===== config.mk =====
export PLATFORM = sky130hd
export DESIGN_NAME = row_sweep_seq
export DESIGN_NICKNAME = d
export VERILOG_FILES = /design/src/rtl/rowseq_pkg.sv /design/src/rtl/rowseq_dp.sv /design/src/rtl/rowseq_ctrl.sv /design/src/rtl/row_sweep_seq.sv
export SDC_FILE = /design/constraint.sdc
export NUM_CORES = 1
export LEC_CHECK = 0
export ABC_AREA = 1
export BUFFER_PORTS_ARGS = -buffer_cell sky130_fd_sc_hd__clkbuf_2
export CAP_MARGIN = 20
export CORE_MARGIN = 2
export CORE_UTILIZATION = 55
export CTS_CLUSTER_DIAMETER = 50
export DETAILED_ROUTE_END_ITERATION = 10
export GPL_TIMING_DRIVEN = 0
export MAX_ROUTING_LAYER = met4
export PLACE_DENSITY = 0.84
export SYNTH_ARGS = -nofsm -noshare
export SYNTH_HDL_FRONTEND = slang
export SYNTH_SLANG_ARGS = --single-unit
export TNS_END_PERCENT = 20

===== constraint.sdc =====
create_clock -name clk -period 2.3 [get_ports clk]
set_clock_uncertainty 0.15 [all_clocks]
set_input_delay 0.23 -clock clk [delete_from_list [all_inputs] [get_ports clk]]
set_output_delay 0.23 -clock clk [all_outputs]
set_load 0.005 [all_outputs]

===== src/rtl/rowseq_pkg.sv =====
package rowseq_pkg;

  typedef enum logic [1:0] {
    OP_NONE = 2'b00,
    OP_REC  = 2'b01,
    OP_PLAY = 2'b10,
    OP_FFWD = 2'b11
  } opcode_e;

  typedef enum logic [1:0] {
    ST_IDLE = 2'b00,
    ST_HIGH = 2'b01,
    ST_LOW  = 2'b10
  } phase_e;

  // strobes from control to datapath
  typedef struct packed {
    logic loadRow;
    logic stepRow;
    logic clearCnt;
    logic countEn;
  } dpStrobe_t;

endpackage


===== src/rtl/rowseq_dp.sv =====
module rowseq_dp
  import rowseq_pkg::*;
#(
  parameter int NUM_ROWS = 2400,
  parameter int ROW_W    = 12,
  parameter int CNT_W    = 13
) (
  input  logic             clk,
  input  logic             rstN,
  input  dpStrobe_t        strobe,
  input  logic [ROW_W-1:0] startRow,
  output logic [ROW_W-1:0] curRow,
  output logic             atLastRow,
  output logic [CNT_W-1:0] tickCnt
);

  localparam logic [ROW_W-1:0] LAST_ROW = ROW_W'(NUM_ROWS - 1);

  always_ff @(posedge clk) begin
    if (!rstN) begin
      curRow  <= '0;
      tickCnt <= '0;
    end else begin
      if (strobe.loadRow)      curRow <= startRow;
      else if (strobe.stepRow) curRow <= curRow + 1'b1;

      if (strobe.clearCnt)     tickCnt <= '0;
      else if (strobe.countEn) tickCnt <= tickCnt + 1'b1;
    end
  end

  assign atLastRow = (curRow == LAST_ROW);

  // the row register never leaves the memory
  a_r2_row_bound: assert property (@(posedge clk) disable iff (!rstN)
    32'(curRow) < NUM_ROWS);

endmodule


===== src/rtl/rowseq_ctrl.sv =====
module rowseq_ctrl
  import rowseq_pkg::*;
#(
  parameter int NORM_HIGH = 5600,
  parameter int NORM_LOW  = 800,
  parameter int FF_HIGH   = 7,
  parameter int FF_LOW    = 1,
  parameter int CNT_W     = 13
) (
  input  logic             clk,
  input  logic             rstN,
  input  logic             tick,
  input  logic             startValid,
  input  logic [1:0]       opCode,
  input  logic             startRowOk,
  input  logic             stopReq,
  input  logic             eomDetect,
  input  logic             atLastRow,
  input  logic [CNT_W-1:0] tickCnt,
  output dpStrobe_t        strobe,
  output logic             rowClkLow,
  output logic             busy,
  output logic             ovfPulse,
  output logic             eomPulse
);

  localparam logic [CNT_W-1:0] NH_LAST = CNT_W'(NORM_HIGH - 1);
  localparam logic [CNT_W-1:0] NL_LAST = CNT_W'(NORM_LOW - 1);
  localparam logic [CNT_W-1:0] FH_LAST = CNT_W'(FF_HIGH - 1);
  localparam logic [CNT_W-1:0] FL_LAST = CNT_W'(FF_LOW - 1);

  phase_e  state, nextState;
  opcode_e mode;
  logic    stopPend;
  logic    hiDone, loDone, eomHit, startOk, isFast;

  assign isFast  = (mode == OP_FFWD);
  assign hiDone  = tick && (tickCnt == (isFast ? FH_LAST : NH_LAST));
  assign loDone  = tick && (tickCnt == (isFast ? FL_LAST : NL_LAST));
  assign eomHit  = (state != ST_IDLE) && (mode == OP_PLAY) && eomDetect;
  assign startOk = startValid && (opCode != OP_NONE) && startRowOk;

  always_comb begin
    strobe    = '0;
    nextState = state;
    unique case (state)
      ST_IDLE: if (startOk) begin
        strobe.loadRow  = 1'b1;
        strobe.clearCnt = 1'b1;
        nextState       = ST_HIGH;
      end
      ST_HIGH: begin
        strobe.countEn = tick;
        if (hiDone) begin
          strobe.clearCnt = 1'b1;
          if (atLastRow) nextState = ST_IDLE;
          else begin
            strobe.stepRow = 1'b1;
            nextState      = ST_LOW;
          end
        end
      end
      ST_LOW: begin
        strobe.countEn = tick;
        if (loDone) begin
          strobe.clearCnt = 1'b1;
          nextState = (stopPend || stopReq || eomHit) ? ST_IDLE : ST_HIGH;
        end
      end
      default: nextState = ST_IDLE;
    endcase
  end

  always_ff @(posedge clk) begin
    if (!rstN) begin
      state    <= ST_IDLE;
      mode     <= OP_NONE;
      stopPend <= 1'b0;
      ovfPulse <= 1'b0;
      eomPulse <= 1'b0;
    end else begin
      state    <= nextState;
      if (strobe.loadRow) mode <= opcode_e'(opCode);
      if (nextState == ST_IDLE || state == ST_IDLE) stopPend <= 1'b0;
      else if (stopReq || eomHit)                   stopPend <= 1'b1;
      ovfPulse <= (state == ST_HIGH) && hiDone && atLastRow;
      eomPulse <= eomHit;
    end
  end

  assign rowClkLow = (state == ST_LOW);
  assign busy      = (state != ST_IDLE);

  // overflow pulse only follows a completed high phase
  a_r6_ovf_after_high: assert property (@(posedge clk) disable iff (!rstN)
    ovfPulse |-> ($past(busy) && !$past(rowClkLow) && !busy));

  // end-of-message pulse only after a marker was seen
  a_r8_eom_needs_marker: assert property (@(posedge clk) disable iff (!rstN)
    eomPulse |-> $past(eomDetect));

endmodule


===== src/rtl/row_sweep_seq.sv =====
module row_sweep_seq
  import rowseq_pkg::*;
#(
  parameter int NUM_ROWS  = 2400,
  parameter int NORM_HIGH = 5600,
  parameter int NORM_LOW  = 800,
  parameter int FF_HIGH   = 7,
  parameter int FF_LOW    = 1,
  parameter int ROW_W     = $clog2(NUM_ROWS)
) (
  input  logic             clk,
  input  logic             rstN,
  input  logic             tick,
  input  logic             startValid,
  input  logic [1:0]       opCode,
  input  logic [ROW_W-1:0] startRow,
  input  logic             stopReq,
  input  logic             eomDetect,
  output logic [ROW_W-1:0] curRow,
  output logic             rowClkLow,
  output logic             busy,
  output logic             ovfPulse,
  output logic             eomPulse
);

  localparam int MAX_N = (NORM_HIGH > NORM_LOW) ? NORM_HIGH : NORM_LOW;
  localparam int MAX_F = (FF_HIGH > FF_LOW) ? FF_HIGH : FF_LOW;
  localparam int MAX_P = (MAX_N > MAX_F) ? MAX_N : MAX_F;
  localparam int CNT_W = $clog2(MAX_P + 1);

  dpStrobe_t        strobe;
  logic             atLastRow;
  logic [CNT_W-1:0] tickCnt;
  logic             startRowOk;

  assign startRowOk = (32'(startRow) < NUM_ROWS);

  rowseq_ctrl #(
    .NORM_HIGH(NORM_HIGH), .NORM_LOW(NORM_LOW),
    .FF_HIGH(FF_HIGH), .FF_LOW(FF_LOW), .CNT_W(CNT_W)
  ) i_ctrl (
    .clk(clk), .rstN(rstN), .tick(tick), .startValid(startValid),
    .opCode(opCode), .startRowOk(startRowOk), .stopReq(stopReq),
    .eomDetect(eomDetect), .atLastRow(atLastRow), .tickCnt(tickCnt),
    .strobe(strobe), .rowClkLow(rowClkLow), .busy(busy),
    .ovfPulse(ovfPulse), .eomPulse(eomPulse)
  );

  rowseq_dp #(
    .NUM_ROWS(NUM_ROWS), .ROW_W(ROW_W), .CNT_W(CNT_W)
  ) i_dp (
    .clk(clk), .rstN(rstN), .strobe(strobe), .startRow(startRow),
    .curRow(curRow), .atLastRow(atLastRow), .tickCnt(tickCnt)
  );

  // an idle sequencer leaves the row clock released
  a_r10_idle_released: assert property (@(posedge clk) disable iff (!rstN)
    !busy |-> !rowClkLow);

  // the row changes only as the row clock falls or on a start
  a_r5_row_moves_on_fall: assert property (@(posedge clk) disable iff (!rstN)
    !$stable(curRow) |-> ((rowClkLow && !$past(rowClkLow)) || (busy && !$past(busy))));

  // overflow is reported on the last row with the operation ended
  a_r6_ovf_on_last_row: assert property (@(posedge clk) disable iff (!rstN)
    ovfPulse |-> (32'(curRow) == NUM_ROWS - 1 && !busy && !rowClkLow));

endmodule


==> run_results.csv <==
group,metric,value,unit
outcome,run_status,"finished, final reports clean",
worst_setup_path,critical-path-max-stage-delay,0.37,ns
die,initial_core_util,57.1,%
clock_network,insertion_delay,0.29,ns
drt,post_drt_wl_per_cell,11.4,um
timing,setup_viol,0,
final_layout,layout.cells.non_filler,410,
synth,nets_in_the_synthesized_netlist,345,
worst_setup_path,criticalPathCategory,"reg2reg",
synth,netlist_instances,319,
drt,drt-vias-per-instance,5.15,
worst_setup_path,timing.reg2reg.worst_path_depth,10,
final_layout,syn2layout_area_growth,15.8,%
drt,num_vias,2110,
global_routing,grt_remaining_overflow,0,
worst_setup_path,worst_r2r_endpoint,"i_dp.tickCnt[10]$_SDFFE_PP0P_",
die,die_w,65.4,um
drt,detail_route.drc_violations,0,
worst_setup_path,cp.required,2.37,ns
worst_setup_path,path_max_fanout,6,
timing,slew_headroom,56.2,%
synth,post_synth_instance_area,2080,um2
global_routing,grt.total_usage,24.9,%
worst_setup_path,critical_path.cell_chain,"inv_1 -> ha_1 -> nand2_1 -> nor3_2 -> nand2_1 -> nor2_1 -> inv_2 -> nor2_4 -> a31oi_1 -> nor3_1",
synth,yosysTopAreaCellShare,30.9,%
clock_network,cts_inserted_buffers,5,
placement,placed_cells_incl_taps,402,
clock_network,root_buffer,"sky130_fd_sc_hd__clkbuf_8",
worst_setup_path,critical_path.slowest_cell,"sky130_fd_sc_hd__dfxtp_1",
global_routing,antenna_found_initial,0,
placement,io_buffer_count,35,
worst_setup_path,crit_end,"i_dp.tickCnt[10]$_SDFFE_PP0P_",
clock_network,holdBufCountCts,0,
timing,grt_setup_unrepaired,"no",
timing,fin_crit,2.07,ns
final_layout,finalNetCount,387,
pwr,worst_ir_drop_vdd,0.000295,V
clock_network,htree_num_levels,2,
clock_network,path_clk_slew,0.07,ns
worst_setup_path,regToRegSetupSlack,0.23,ns
drt,antenna_violating_nets_post_route,0,
final_layout,num_antenna_cells,0,
clock_network,cts.sink_count,32,
worst_setup_path,critical_path_arrival,2.14,ns
placement,dp_hpwl,3.67,mm
synth,synth_sequential_area_ratio,30.9,%
timing,fin_tns_setup,0,ns
final_layout,area.sequential,641,um2
synth,yosys-top-cells-area,"sky130_fd_sc_hd__dfxtp_1 31%, sky130_fd_sc_hd__nand2_1 16%, sky130_fd_sc_hd__nor2_1 8.0%, sky130_fd_sc_hd__inv_1 5.8%, sky130_fd_sc_hd__nand3_1 5.5%",
run,drv.max_cap_violation_count,0,
timing,clock.fmax,483,MHz
drt,iteration_0_drc_markers,137,
pwr,leakage_power_total,1.06,nW
clock_network,post_cts_buffers,0,
die,die-area,4280,um2
drt,drt-pass1-iter-count,5,
worst_setup_path,timing.critical_path.from,"i_ctrl.state[0]$_SDFF_PN0_",
final_layout,final_layout_size_suffix_gt1_share,21.3,%
clock_network,tritoncts,"done",
timing,post-route-period-util,89.9,%
die,core_region_area,3630,um2
die,die_h,65.4,um
worst_setup_path,worstReg2RegStart,"i_ctrl.state[0]$_SDFF_PN0_",
global_routing,grt_pass1_wl,8.16,mm
synth,synth-seq-cells,32,
pwr,pwr_density,504,nW/um2
final_layout,multi_input_area,1250,um2
final_layout,final.fill_count,340,
clock_network,postCtsResizedCells,0,
synth,synth.distinct_cells,33,
worst_setup_path,worst_path_most_repeated_cell,"sky130_fd_sc_hd__nand2_1",
clock_network,ctsLongestPathBuffers,2,
worst_setup_path,critPathLaunchType,"register",
synth,synthesis_warnings,0,
synth,synth_top_area_cell,"sky130_fd_sc_hd__dfxtp_1",
timing,hold_viol,0,
hold_path,hold_path_class,"in2reg",
global_routing,grt_start_max_net_pins,11,
global_routing,number_of_global_route_vias_before_repair,1895,
die,ioPinCount,36,
placement,rd_place_congestion,0.895,
synth,post_synth.cell_area_avg,6.51,um2
timing,worst-slew-pin-transition,0.657,ns
drt,routed_wl,4.68,mm
worst_setup_path,endpoint_kind,"register",
timing,report.final.slew_viol_count,0,
die,fp-row-count,22,
[worst max-delay path: cells and delay by family, from the launching register on]
family                     cells  cell delay, ns
and+or+nand+nor                6            0.92
DFF                            1            0.37
adders and majority gates      1            0.30
buffers and inverters          2            0.17
AOI/OAI and AO/OA              1            0.09
[where the power goes]
group / switching [mW] / internal, mW
combinational: 0.0975 / 0.0668
sequential: 0.0210 / 0.570
clock: 0.217 / 0.239
total: 0.336 / 0.875
[placed cells by master (no fill, tap or decap), types with 5 or more instances in the layout]
cell type,instances
sky130_fd_sc_hd__nand3_1,23
sky130_fd_sc_hd__dfxtp_1,32
sky130_fd_sc_hd__inv_1,32
sky130_fd_sc_hd__clkbuf_2,35
sky130_fd_sc_hd__o21ai_0,17
sky130_fd_sc_hd__a21oi_1,11
sky130_fd_sc_hd__nand2_1,86
sky130_fd_sc_hd__ha_1,6
sky130_fd_sc_hd__xnor2_1,5
sky130_fd_sc_hd__nand2_2,7
sky130_fd_sc_hd__nor3_1,7
sky130_fd_sc_hd__nand4_1,6
sky130_fd_sc_hd__a21oi_2,6
sky130_fd_sc_hd__clkbuf_8,6
sky130_fd_sc_hd__xor2_1,7
sky130_fd_sc_hd__nor2_1,44
[per-stage QoR]
| step | hold slack [ns] | instance area [um2] | total power, mW | worst slack (ns) | utilization [%] |
|---|---|---|---|---|---|
| 6_report | 0.0441 | 2400 | 1.21 | 0.231 | 66.2 |
| 5_1_grt | 0.0485 | 2400 | 1.26 | 0.0739 | 66.2 |
| 4_1_cts | 0.0371 | 2400 | 1.22 | 0.234 | 66.2 |
| 3_5_place_dp | 0.311 | 2310 | 0.766 | 0.254 | 63.6 |
| 3_3_place_gp | 0.300 | 2310 | 0.763 | 0.271 | 63.6 |
| 2_1_floorplan | 0.216 | 2080 | 0.707 | 0.490 | - |
[final cells by class]
type | instances | area share (%)
buffer | 6 | 1.98
clock buffer | 6 | 3.44
clock inverter | 2 | 0.416
inverter | 37 | 5.83
multi-input combinational | 244 | 51.9
sequential | 32 | 26.7
tap | 48 | 2.50
timing repair buffer | 35 | 7.29
[cells in the mapped netlist]
| cell | n |
|---|---|
| sky130_fd_sc_hd__nor2_4 | 1 |
| sky130_fd_sc_hd__o21ai_1 | 2 |
| sky130_fd_sc_hd__nor3_1 | 7 |
| sky130_fd_sc_hd__o21ai_0 | 17 |
| sky130_fd_sc_hd__clkbuf_1 | 2 |
| sky130_fd_sc_hd__buf_12 | 1 |
| sky130_fd_sc_hd__clkinv_2 | 1 |
| sky130_fd_sc_hd__nand3_2 | 2 |
| sky130_fd_sc_hd__nand4_2 | 1 |
| sky130_fd_sc_hd__nand2_4 | 2 |
| sky130_fd_sc_hd__nor2_1 | 44 |
| sky130_fd_sc_hd__nand4_1 | 6 |
| sky130_fd_sc_hd__o21a_1 | 1 |
| sky130_fd_sc_hd__inv_1 | 32 |
| sky130_fd_sc_hd__and3_1 | 1 |
| sky130_fd_sc_hd__inv_2 | 4 |
| sky130_fd_sc_hd__nand3_1 | 23 |
| sky130_fd_sc_hd__nor3_2 | 2 |
| sky130_fd_sc_hd__nand2_1 | 86 |
| sky130_fd_sc_hd__buf_4 | 2 |
| sky130_fd_sc_hd__a31oi_1 | 1 |
| sky130_fd_sc_hd__xnor2_1 | 5 |
| sky130_fd_sc_hd__buf_2 | 1 |
| sky130_fd_sc_hd__a21oi_1 | 11 |
| sky130_fd_sc_hd__ha_1 | 6 |
| sky130_fd_sc_hd__nor4_1 | 1 |
| sky130_fd_sc_hd__a21oi_2 | 6 |
| sky130_fd_sc_hd__xor2_1 | 7 |
| sky130_fd_sc_hd__nand2_2 | 7 |
| sky130_fd_sc_hd__nand3b_1 | 1 |
| sky130_fd_sc_hd__or2_2 | 2 |
| sky130_fd_sc_hd__dfxtp_1 | 32 |
| sky130_fd_sc_hd__nor2_2 | 2 |
[worst min-delay path by stage]
stage / start / to / slack (ns) / cells after the start
2_1_floorplan: rstN / i_dp.curRow[1]$_SDFFE_PN0P_ / 0.22 / 2
3_3_place_gp: i_dp.tickCnt[11]$_SDFFE_PP0P_ / i_dp.tickCnt[11]$_SDFFE_PP0P_ / 0.30 / 2
3_5_place_dp: i_dp.tickCnt[11]$_SDFFE_PP0P_ / i_dp.tickCnt[11]$_SDFFE_PP0P_ / 0.31 / 2
4_1_cts: opCode[0] / i_ctrl.mode[0]$_SDFFE_PN0P_ / 0.04 / 3
5_1_grt: opCode[0] / i_ctrl.mode[0]$_SDFFE_PN0P_ / 0.05 / 3
6_report: opCode[0] / i_ctrl.mode[0]$_SDFFE_PN0P_ / 0.04 / 3
[state kept, by name (all words and copies together), names as in the netlist]
name	cells
i_dp.curRow	12
i_ctrl.stopPend	1
i_ctrl.eomPulse	1
i_ctrl.state	2
i_ctrl.ovfPulse	1
i_ctrl.mode	2
i_dp.tickCnt	13
[layer usage]
metal  GRT usage, %  part of all wire [%]  vias up
met2           40.2                    46       51
met5              -                     0        -
met3           4.62                   5.0        6
met4           10.2                   1.6        0
met1           30.9                    47      950
li1               -                     -     1103
[cells by family after synthesis]
kind of cell	share of synthesized area, %
simple gates	41.0
buf+inv	9.04
compound gates	10.4
flops	30.9
xor+xnor	5.06
fa+ha+maj	3.62
Note: power is estimated with default switching activity, not from simulation.
